`src/rtl/autobaud_pkg.sv`:
```
package autobaud_pkg;

  typedef enum logic [2:0] {
    ST_IDLE,
    ST_BRK_WAIT,
    ST_BRK_LOW,
    ST_START,
    ST_EDGE1,
    ST_COUNT
  } ab_state_t;

  // rising edges of the calibration byte that bound the measured span
  localparam int CAL_EDGES = 5;

  // log2 of the tick period: each select that is set divides the period by 4
  function automatic int tick_shift(int base, logic fast, logic wide);
    int n;
    n = 0;
    if (fast) n = n + 1;
    if (wide) n = n + 1;
    return base + 2 * (2 - n);
  endfunction

endpackage

```
`src/rtl/ab_rx_edge.sv`:
```
module ab_rx_edge (
  input  logic clk,
  input  logic rst_n,
  input  logic rx_i,
  output logic rise_o,
  output logic fall_o
);
  logic s1, s2, prev;

  always_ff @(posedge clk or negedge rst_n) begin
    if (!rst_n) begin
      s1   <= 1'b1;
      s2   <= 1'b1;
      prev <= 1'b1;
    end else begin
      s1   <= rx_i;
      s2   <= s1;
      prev <= s2;
    end
  end

  assign rise_o = s2 & ~prev;
  assign fall_o = ~s2 & prev;
endmodule

```
`src/rtl/ab_prescale.sv`:
```
module ab_prescale #(
  parameter int BASE_LOG2 = 5
) (
  input  logic clk,
  input  logic rst_n,
  input  logic clr_i,
  input  logic run_i,
  input  logic fast_i,
  input  logic wide_i,
  output logic tick_o
);
  import autobaud_pkg::*;

  localparam int PRE_W = BASE_LOG2 + 4;

  logic [PRE_W-1:0] pre;
  logic [PRE_W-1:0] lim;

  always_comb begin
    lim = PRE_W'((32'd1 << tick_shift(BASE_LOG2, fast_i, wide_i)) - 32'd1);
  end

  assign tick_o = run_i && !clr_i && (pre == lim);

  always_ff @(posedge clk or negedge rst_n) begin
    if (!rst_n) begin
      pre <= '0;
    end else if (clr_i) begin
      pre <= '0;
    end else if (run_i) begin
      if (tick_o) pre <= '0;
      else        pre <= pre + 1'b1;
    end
  end
endmodule

```
`src/rtl/ab_satcnt.sv`:
```
module ab_satcnt #(
  parameter int CNT_W = 16
) (
  input  logic             clk,
  input  logic             rst_n,
  input  logic             load_i,
  input  logic             inc_i,
  output logic [CNT_W-1:0] cnt_o,
  output logic             sat_hit_o
);
  localparam logic [CNT_W-1:0] CNT_MAX = '1;

  assign sat_hit_o = inc_i && !load_i && (cnt_o == CNT_MAX);

  always_ff @(posedge clk or negedge rst_n) begin
    if (!rst_n) begin
      cnt_o <= '0;
    end else if (load_i) begin
      cnt_o <= CNT_W'(1);
    end else if (inc_i && (cnt_o != CNT_MAX)) begin
      cnt_o <= cnt_o + 1'b1;
    end
  end
endmodule

```
`src/rtl/ab_ctrl.sv`:
```
module ab_ctrl (
  input  logic clk,
  input  logic rst_n,
  input  logic en_wr_i,
  input  logic en_wdata_i,
  input  logic wake_i,
  input  logic rise_i,
  input  logic fall_i,
  input  logic rd_i,
  output logic en_o,
  output logic load_o,
  output logic run_o,
  output logic done_o,
  output logic flag_o
);
  import autobaud_pkg::*;

  ab_state_t  state;
  logic [2:0] edges;
  logic       arm_evt, abort_evt;

  assign arm_evt   = en_wr_i & en_wdata_i;
  assign abort_evt = en_wr_i & ~en_wdata_i;
  assign load_o    = (state == ST_EDGE1) && rise_i && !en_wr_i;
  assign run_o     = (state == ST_COUNT);
  assign done_o    = run_o && rise_i && !en_wr_i && (edges == 3'(CAL_EDGES - 1));

  always_ff @(posedge clk or negedge rst_n) begin
    if (!rst_n) begin
      state <= ST_IDLE;
      edges <= '0;
      en_o  <= 1'b0;
    end else if (arm_evt) begin
      state <= wake_i ? ST_BRK_WAIT : ST_START;
      edges <= '0;
      en_o  <= 1'b1;
    end else if (abort_evt) begin
      state <= ST_IDLE;
      en_o  <= 1'b0;
    end else begin
      unique case (state)
        ST_BRK_WAIT: if (fall_i) state <= ST_BRK_LOW;
        ST_BRK_LOW:  if (rise_i) state <= ST_START;
        ST_START:    if (fall_i) state <= ST_EDGE1;
        ST_EDGE1: begin
          if (rise_i) begin
            state <= ST_COUNT;
            edges <= 3'd1;
          end
        end
        ST_COUNT: begin
          if (done_o) begin
            state <= ST_IDLE;
            en_o  <= 1'b0;
          end else if (rise_i) begin
            edges <= edges + 3'd1;
          end
        end
        default: state <= ST_IDLE;
      endcase
    end
  end

  always_ff @(posedge clk or negedge rst_n) begin
    if (!rst_n)      flag_o <= 1'b0;
    else if (done_o) flag_o <= 1'b1;
    else if (rd_i)   flag_o <= 1'b0;
  end
endmodule

```
`src/rtl/autobaud_detect.sv`:
```
module autobaud_detect #(
  parameter int CNT_W     = 16,
  parameter int BASE_LOG2 = 5
) (
  input  logic             clk,
  input  logic             rst_n,
  input  logic             rx_i,
  input  logic             en_wr_i,
  input  logic             en_wdata_i,
  input  logic             wake_i,
  input  logic             fast_i,
  input  logic             wide_i,
  input  logic             rd_i,
  output logic [CNT_W-1:0] divisor_o,
  output logic             done_flag_o,
  output logic             en_o,
  output logic             rx_hold_o,
  output logic             ovf_o
);
  logic             rise_evt, fall_evt;
  logic             load_evt, run_lvl, done_evt, tick_evt, sat_evt;
  logic [CNT_W-1:0] cnt_val;

  ab_rx_edge u_edge (
    .clk(clk), .rst_n(rst_n), .rx_i(rx_i),
    .rise_o(rise_evt), .fall_o(fall_evt)
  );

  ab_ctrl u_ctrl (
    .clk(clk), .rst_n(rst_n),
    .en_wr_i(en_wr_i), .en_wdata_i(en_wdata_i), .wake_i(wake_i),
    .rise_i(rise_evt), .fall_i(fall_evt), .rd_i(rd_i),
    .en_o(en_o), .load_o(load_evt), .run_o(run_lvl),
    .done_o(done_evt), .flag_o(done_flag_o)
  );

  ab_prescale #(.BASE_LOG2(BASE_LOG2)) u_pre (
    .clk(clk), .rst_n(rst_n), .clr_i(load_evt), .run_i(run_lvl),
    .fast_i(fast_i), .wide_i(wide_i), .tick_o(tick_evt)
  );

  ab_satcnt #(.CNT_W(CNT_W)) u_cnt (
    .clk(clk), .rst_n(rst_n), .load_i(load_evt), .inc_i(tick_evt),
    .cnt_o(cnt_val), .sat_hit_o(sat_evt)
  );

  always_ff @(posedge clk or negedge rst_n) begin
    if (!rst_n)        divisor_o <= '0;
    else if (done_evt) divisor_o <= cnt_val;
  end

  always_ff @(posedge clk or negedge rst_n) begin
    if (!rst_n)                       ovf_o <= 1'b0;
    else if (en_wr_i && en_wdata_i)   ovf_o <= 1'b0;
    else if (sat_evt)                 ovf_o <= 1'b1;
  end

  assign rx_hold_o = en_o;
endmodule

```
`config.mk`:
```
export PLATFORM = sky130hd
export DESIGN_NAME = autobaud_detect
export DESIGN_NICKNAME = d
export VERILOG_FILES = /design/src/rtl/autobaud_pkg.sv /design/src/rtl/ab_rx_edge.sv /design/src/rtl/ab_prescale.sv /design/src/rtl/ab_satcnt.sv /design/src/rtl/ab_ctrl.sv /design/src/rtl/autobaud_detect.sv
export SDC_FILE = /design/constraint.sdc
export NUM_CORES = 1
export LEC_CHECK = 0
export ABC_AREA = 1
export ABC_CLOCK_PERIOD_IN_PS = 1730
export BUFFER_PORTS_ARGS = -buffer_cell sky130_fd_sc_hd__buf_2
export CORE_MARGIN = 2
export CORE_UTILIZATION = 34
export CTS_BUF_LIST = sky130_fd_sc_hd__clkbuf_16
export DETAILED_ROUTE_END_ITERATION = 8
export PLACE_DENSITY = 0.52
export SKIP_LAST_GASP = 1
export SLEW_MARGIN = 20
export SYNTH_ARGS = -nofsm -noshare
export SYNTH_HDL_FRONTEND = slang
export SYNTH_SLANG_ARGS = --single-unit
```
`constraint.sdc`:
```
create_clock -name clk -period 1.73 [get_ports clk]
set_input_delay 0.346 -clock clk [delete_from_list [all_inputs] [get_ports clk]]
set_output_delay 0.346 -clock clk [all_outputs]
set_load 0.02 [all_outputs]
```
# ---- After elaboration in Yosys (flattened, before gate mapping)
# Index checks and enable logic that the tools add are counted.
dict set report word_totals {
  reg_bits 53
  latchBits 0
  ram_bits 0
  rom_bits 0
  inputBits 9
  out_inout_bits 20
  wordCells 97
  n_memories 0
}
dict set report op_classes {
  addsub 7
  n_mul 0
  n_div 0
  order_cmp 0
  n_eq_ne 18
  shifts 1
  mux 30
  n_bitwise 7
  n_reduce_logical 23
}
# op n
set ops {}
lappend ops {{3-bit 2-to-1 mux} 12}
lappend ops {{4-bit by 32-bit adder with 32-bit output (first input constant)} 1}
lappend ops {{16-bit 2-to-1 mux} 2}
lappend ops {{1-bit by 32-bit << shifter with 9-bit output (first input constant)} 1}
lappend ops {{3-bit by 31-bit subtractor with 31-bit output (first input constant)} 1}
lappend ops {{9-bit 2-to-1 mux} 3}
lappend ops {{16-bit by 1-bit adder with 16-bit output (second input constant)} 1}
lappend ops {{16-bit == test (second input constant)} 1}
lappend ops {{16-bit != test (second input constant)} 1}
lappend ops {{3-bit one-hot mux with 5 select lines} 1}
lappend ops {{1-bit logical AND} 11}
lappend ops {{5-bit AND reduction} 2}
lappend ops {{9-bit by 1-bit adder with 9-bit output (second input constant)} 1}
lappend ops {{3-bit == test (second input constant)} 3}
lappend ops {{9-bit == test} 1}
lappend ops {{1-bit 2-to-1 mux} 9}
lappend ops {{3-bit nonzero test} 3}
lappend ops {{9-bit by 1-bit subtractor with 9-bit output (second input constant)} 1}
lappend ops {{4-bit by 1-bit != test with 1-bit output (second input constant)} 2}
lappend ops {{4-bit by 2-bit != test with 1-bit output (second input constant)} 2}
lappend ops {{2-bit nonzero test} 4}
lappend ops {{3-bit by 2-bit == test with 1-bit output (second input constant)} 2}
lappend ops {{3-bit one-hot mux with 2 select lines} 1}
lappend ops {{1-bit bitwise AND} 4}
lappend ops {{12 further kinds} 16}

# ---- Logic depth before layout (Yosys ltp)
dict set report logic_depth {
  word_depth 13
  depth_mapped 13
}

# ---- Cells and area by module
# Synthesis repeated with hierarchy kept, for this count alone.
dict set report hier_totals {
  cells_unflattened 434
  area_unflattened_um2 3171.8
}
# module n_inst cells_per_inst area_per_inst_um2 seq_area_each_um2
set modules_own_cells {}
lappend modules_own_cells {ab_satcnt 1 164 1074.8 400.4}
lappend modules_own_cells {ab_prescale 1 101 720.7 225.2}
lappend modules_own_cells {autobaud_detect 1 74 691.9 425.4}
lappend modules_own_cells {ab_ctrl 1 88 590.6 200.2}
lappend modules_own_cells {ab_rx_edge 1 7 93.8 78.8}

# ---- Worst setup path after synthesis
# Ideal clock, no wire load.
dict set report synth_timing {
  path_kind {input-to-reg}
  startpoint {input fast_i}
  endpoint {register u_cnt.cnt_o[2]}
  setup_time_ps 116
  arrival_time_ps 1541
  required_ps 1614
  setup_slack_ps 73
  stages 11
  n_path_buf 1
  path_cell_list {inv_1 ha_1 nand2_2 nand3_1 nand2_1 nand2_1 nor2_4 nand4_4 buf_4 nand3_1 nand2_2}
}
dict set report synth_between {
  elab_chain_cells 11
}
# item line
set synth_rtl {}
lappend synth_rtl {{from (decl)} autobaud_detect.sv:11} ;# input logic fast_i,
lappend synth_rtl {{1-bit 2-to-1 mux (*)} autobaud_pkg.sv:19} ;# if (fast) n = n + 1;
lappend synth_rtl {{1-bit by 1-bit adder with 2-bit output} autobaud_pkg.sv:20} ;# if (wide) n = n + 1;
lappend synth_rtl {{2-bit 2-to-1 mux (*)} autobaud_pkg.sv:20}
lappend synth_rtl {{3-bit by 31-bit subtractor with 31-bit output (*)} autobaud_pkg.sv:21} ;# return base + 2 * (2 - n);
lappend synth_rtl {{4-bit by 32-bit adder with 32-bit output (*)} autobaud_pkg.sv:21}
lappend synth_rtl {{1-bit by 32-bit << shifter with 9-bit output (*)} ab_prescale.sv:20} ;# lim = PRE_W'((32'd1 << tick_shift(BASE_LOG2, fast_i, wide_i)) - 32'd1);
lappend synth_rtl {{9-bit by 1-bit subtractor with 9-bit output (*)} ab_prescale.sv:20}
lappend synth_rtl {{9-bit == test (*)} ab_prescale.sv:23} ;# assign tick_o = run_i && !clr_i && (pre == lim);
lappend synth_rtl {{1-bit logical AND (*)} ab_prescale.sv:23}
lappend synth_rtl {{1-bit logical AND (*)} ab_satcnt.sv:20} ;# end else if (inc_i && (cnt_o != CNT_MAX)) begin
lappend synth_rtl {{2-bit nonzero test (no line) (*)} --}
lappend synth_rtl {{to (signal assigned)} ab_satcnt.sv:21} ;# cnt_o <= cnt_o + 1'b1;
lappend synth_rtl {{to (decl)} ab_satcnt.sv:8} ;# output logic [CNT_W-1:0] cnt_o,
# Mark *: on every way between the ends. The rest lies on a longest branch, timed or not.
# A chain may end at the register's enable or synchronous reset.

# ---- Final worst setup path
dict set report layout_timing {
  startpoint {register u_edge.s2}
  endpoint {register u_pre.pre[0]}
}
dict set report layout_between {
  elab_chain_cells 9
}
# item line
set layout_rtl {}
lappend layout_rtl {{from (decl)} ab_rx_edge.sv:8} ;# logic s1, s2, prev;
lappend layout_rtl {{from (signal assigned)} ab_rx_edge.sv:13} ;# s2 <= 1'b1;
lappend layout_rtl {{from (signal assigned)} ab_rx_edge.sv:17} ;# s2 <= s1;
lappend layout_rtl {{1-bit bitwise AND (*)} ab_rx_edge.sv:22} ;# assign rise_o = s2 & ~prev;
lappend layout_rtl {{1-bit logical AND (*) (2 in a row)} ab_ctrl.sv:24} ;# assign load_o = (state == ST_EDGE1) && rise_i && !en_wr_i;
lappend layout_rtl {{1-bit zero test} ab_prescale.sv:23}
lappend layout_rtl {{1-bit logical AND (2 in a row)} ab_prescale.sv:23}
lappend layout_rtl {{9-bit 2-to-1 mux} ab_prescale.sv:31} ;# if (tick_o) pre <= '0;
lappend layout_rtl {{9-bit 2-to-1 mux} ab_prescale.sv:30} ;# end else if (run_i) begin
lappend layout_rtl {{9-bit 2-to-1 mux} ab_prescale.sv:28} ;# end else if (clr_i) begin
lappend layout_rtl {{to (signal assigned)} ab_prescale.sv:32} ;# else pre <= pre + 1'b1;
lappend layout_rtl {{to (decl)} ab_prescale.sv:16} ;# logic [PRE_W-1:0] pre;
# Mark *: on every way between the ends. The rest lies on a longest branch, timed or not. The select of a mux whose other input is x is not followed.

==> metrics.yaml <==
grt_util_all_layers_pct: 14.7
post-synth-top-area-cell: "dfrtp_1"
worst_slew_pin_slew_ns: 0.421
drtPass1Iterations: 4
final_util_pct: 40.9
yosysMostFrequentCell: "nand2_1"
dp_hpwl_mm: 4.79
ios: 29
cp.arrival_ns: 1.77
hp-class: "input port to asynchronous set/reset pin"
grt_max_degree: 54
power_leakage_nw: 1.79
netlist_instances: 386
yosysUniqueCellTypes: 33
cts_sinks: 53
synth_flop_cell: "dfrtp_1"
synthTopCellsByArea: "dfrtp_1 (41%), nand2_1 (13%), nand3_1 (5.9%), nand2_2 (4.5%), nor2_1 (4.5%)"
yosysSeqAreaShare_pct: 43.9
detail-route-antenna-nets: 0
syn_to_final_growth_pct: 17.1
die_w_um: 98.4
start_util_pct: 34.9
crit_path_end_kind: "flip-flop"
avgSynthCellArea_um2: 7.85
die_h_um: 98.4
post_synth_instance_area_um2: 3030
postSynth.asyncResetShare_pct: 100
diodes: 0
cts_max_path_buffers: 2
layout-drive-gt1-share_pct: 22.6
grt-ovfl-total: 0
wirelength_mm: 6.69
num_rows: 34
antenna_found_initial: 0
powerDensity_nw_per_um2: 800
synth_fp_nets: 403
clockRootBuffer: "clkbuf_16"
yosys-top-cells-count: "nand2_1 (105), dfrtp_1 (50), nand3_1 (36), nor2_1 (36), inv_1 (34)"
vias: 2541
startpoint_type: "flip-flop"
cts_max_level: 2
slew_viol_final: 0
drcViolationCount: 0
dieArea_um2: 9680
min_period_over_period_pct: 91.9
routed_via_density: 4.72
cap_violations: 0
synth_edf_count: 0
wl_per_cell_um: 12.4
outcome: "completed"
fin_hold_ws_ns: 0.0381
setup_viol: 0
cp_max_fo: 9
grt_pass1_wl_mm: 11.6
clk_latency_ns: 0.29
yosysTopAreaCellShare_pct: 41.3
min_period_ns: 1.59
vdd_drop_max_v: 0.000382
drt_iter0_drc: 95
fp.coreArea_um2: 8680
routabilityCongestion: 0.838
skew_ns: 0.00401
cp.required_ns: 1.91
hold_viol_final: 0
power_mw: 2.84
cts_made_buffers: 5
max_slew_margin_pct: 71.9
clk_pin_slew_ns: 0.07
synth_warnings: 0
port_buffers: 28
dp.cells: 527
cts_tree: "built"
finalNetCount: 446
worst-setup-path-type: "flip-flop to flip-flop"
max_freq_mhz: 629
ys_ff_latch: 53
instances_no_fill: 538
grt_pass1_vias: 2394
-- power breakdown --
group / internal [mW] / switching (mW) / leakage [nW]
Combinational: 0.168 / 0.310 / 0.999
Sequential: 1.31 / 0.0659 / 0.721
Clock: 0.528 / 0.454 / 0.0724
-- logic make-up (layout without fill, tap and decap cells) --
logic type      Yosys count  after routing  synth area share (%)
simple gates            221            221                  34.4
flops                    53             53                  43.9
buf+inv                  52             96                  7.31
compound gates           37             37                  6.69
xor+xnor                 15             15                  4.34
fa+ha+maj                 8              8                  3.30
-- sequential cells by signal (all words and copies together), names as in the netlist --
signal / flops
u_edge.prev: 1
u_edge.s1: 1
divisor_o: 16
u_pre.pre: 9
u_ctrl.en_o: 1
ovf_o: 1
u_ctrl.state: 3
u_edge.s2: 1
u_ctrl.flag_o: 1
u_ctrl.edges: 3
u_cnt.cnt_o: 16
-- path summary, 6_finish.rpt --
| path | startpoint | end | slack [ns] | cells past startpoint |
|---|---|---|---|---|
| min | rst_n | u_pre.pre[7]$_DFFE_PN0P_ | 0.04 | 2 |
| max reg2reg | u_edge.s2$_DFF_PN1_ | u_pre.pre[0]$_DFFE_PN0P_ | 0.14 | 9 |
| min in group clk | rx_i | u_edge.s1$_DFF_PN1_ | 0.16 | 1 |
| min reg2reg | u_edge.s1$_DFF_PN1_ | u_edge.s2$_DFF_PN1_ | 0.36 | 0 |
| max in group asynchronous | rst_n | u_edge.prev$_DFF_PN1_ | 1.39 | 2 |
| max | u_edge.s2$_DFF_PN1_ | u_pre.pre[0]$_DFFE_PN0P_ | 0.14 | 9 |
-- per-layer routing --
metal	routed length [µm]	GRT usage, %	part of all wire (%)	vias to the layer above
met1	3310	20.9	49	1166
met2	3020	23.3	45	48
met5	0	0	0	-
met3	281	3.08	4.2	9
li1	-	-	-	1318
met4	74	2.74	1.1	0
-- placed cells by master, fill, tap and decap left out, types with 2 or more instances in the layout --
cell and n:
nand2_1 105, dfrtp_1 50, inv_1 36, nand3_1 36, nor2_1 36, buf_2 28
nand2_2 22, xor2_1 14, o21ai_1 13, buf_4 12, inv_2 9, o21ai_0 9
ha_1 8, o22ai_1 7, nand4_1 5, a21oi_1 5, clkbuf_16 5, nor3_1 4
nor2_4 3, nor2_2 3, dfstp_2 3, nand4_2 2, nor3_2 2, buf_12 2
-- layout make-up --
| type | instances | area, µm² |
|---|---|---|
| clock inverters | 3 | 15.0 |
| multi-input cells | 281 | 1490 |
| flip-flops and latches | 53 | 1330 |
| repair buffers | 43 | 282 |
| fillers | 907 | 5130 |
| clock buffers | 5 | 125 |
| inverters | 45 | 170 |
| well taps | 108 | 135 |
-- critical path, cell delays in order, from the launching register on --
cell and delay (ns):
dfstp_2 0.54, inv_2 0.04, nor2_2 0.15, nand2_2 0.11, nor2_4 0.13, inv_2 0.13
nand2_2 0.20, inv_1 0.08, nand2_1 0.06, o21ai_1 0.06
-- repair_timing --
| action | CTS | global route |
|---|---|---|
| buffers inserted | 0 | 3 |
| pin swaps | 0 | 1 |
| endpoints found under the setup margin | 7 | 17 |
| hold buffers | 0 | 0 |
| resized for setup | 1 | 2 |
-- per-stage QoR --
stage	worst slack [ns]	cell area, µm²	setup TNS [ns]
finish	0.141	3550	0
global route	-0.00248	3550	-0.00248
CTS	0.0496	3510	0
floorplan	0.0734	3030	0
detailed placement	-0.110	3370	-1.79
global placement	-0.0838	3370	-1.33
(Power assumes the default switching activity.)
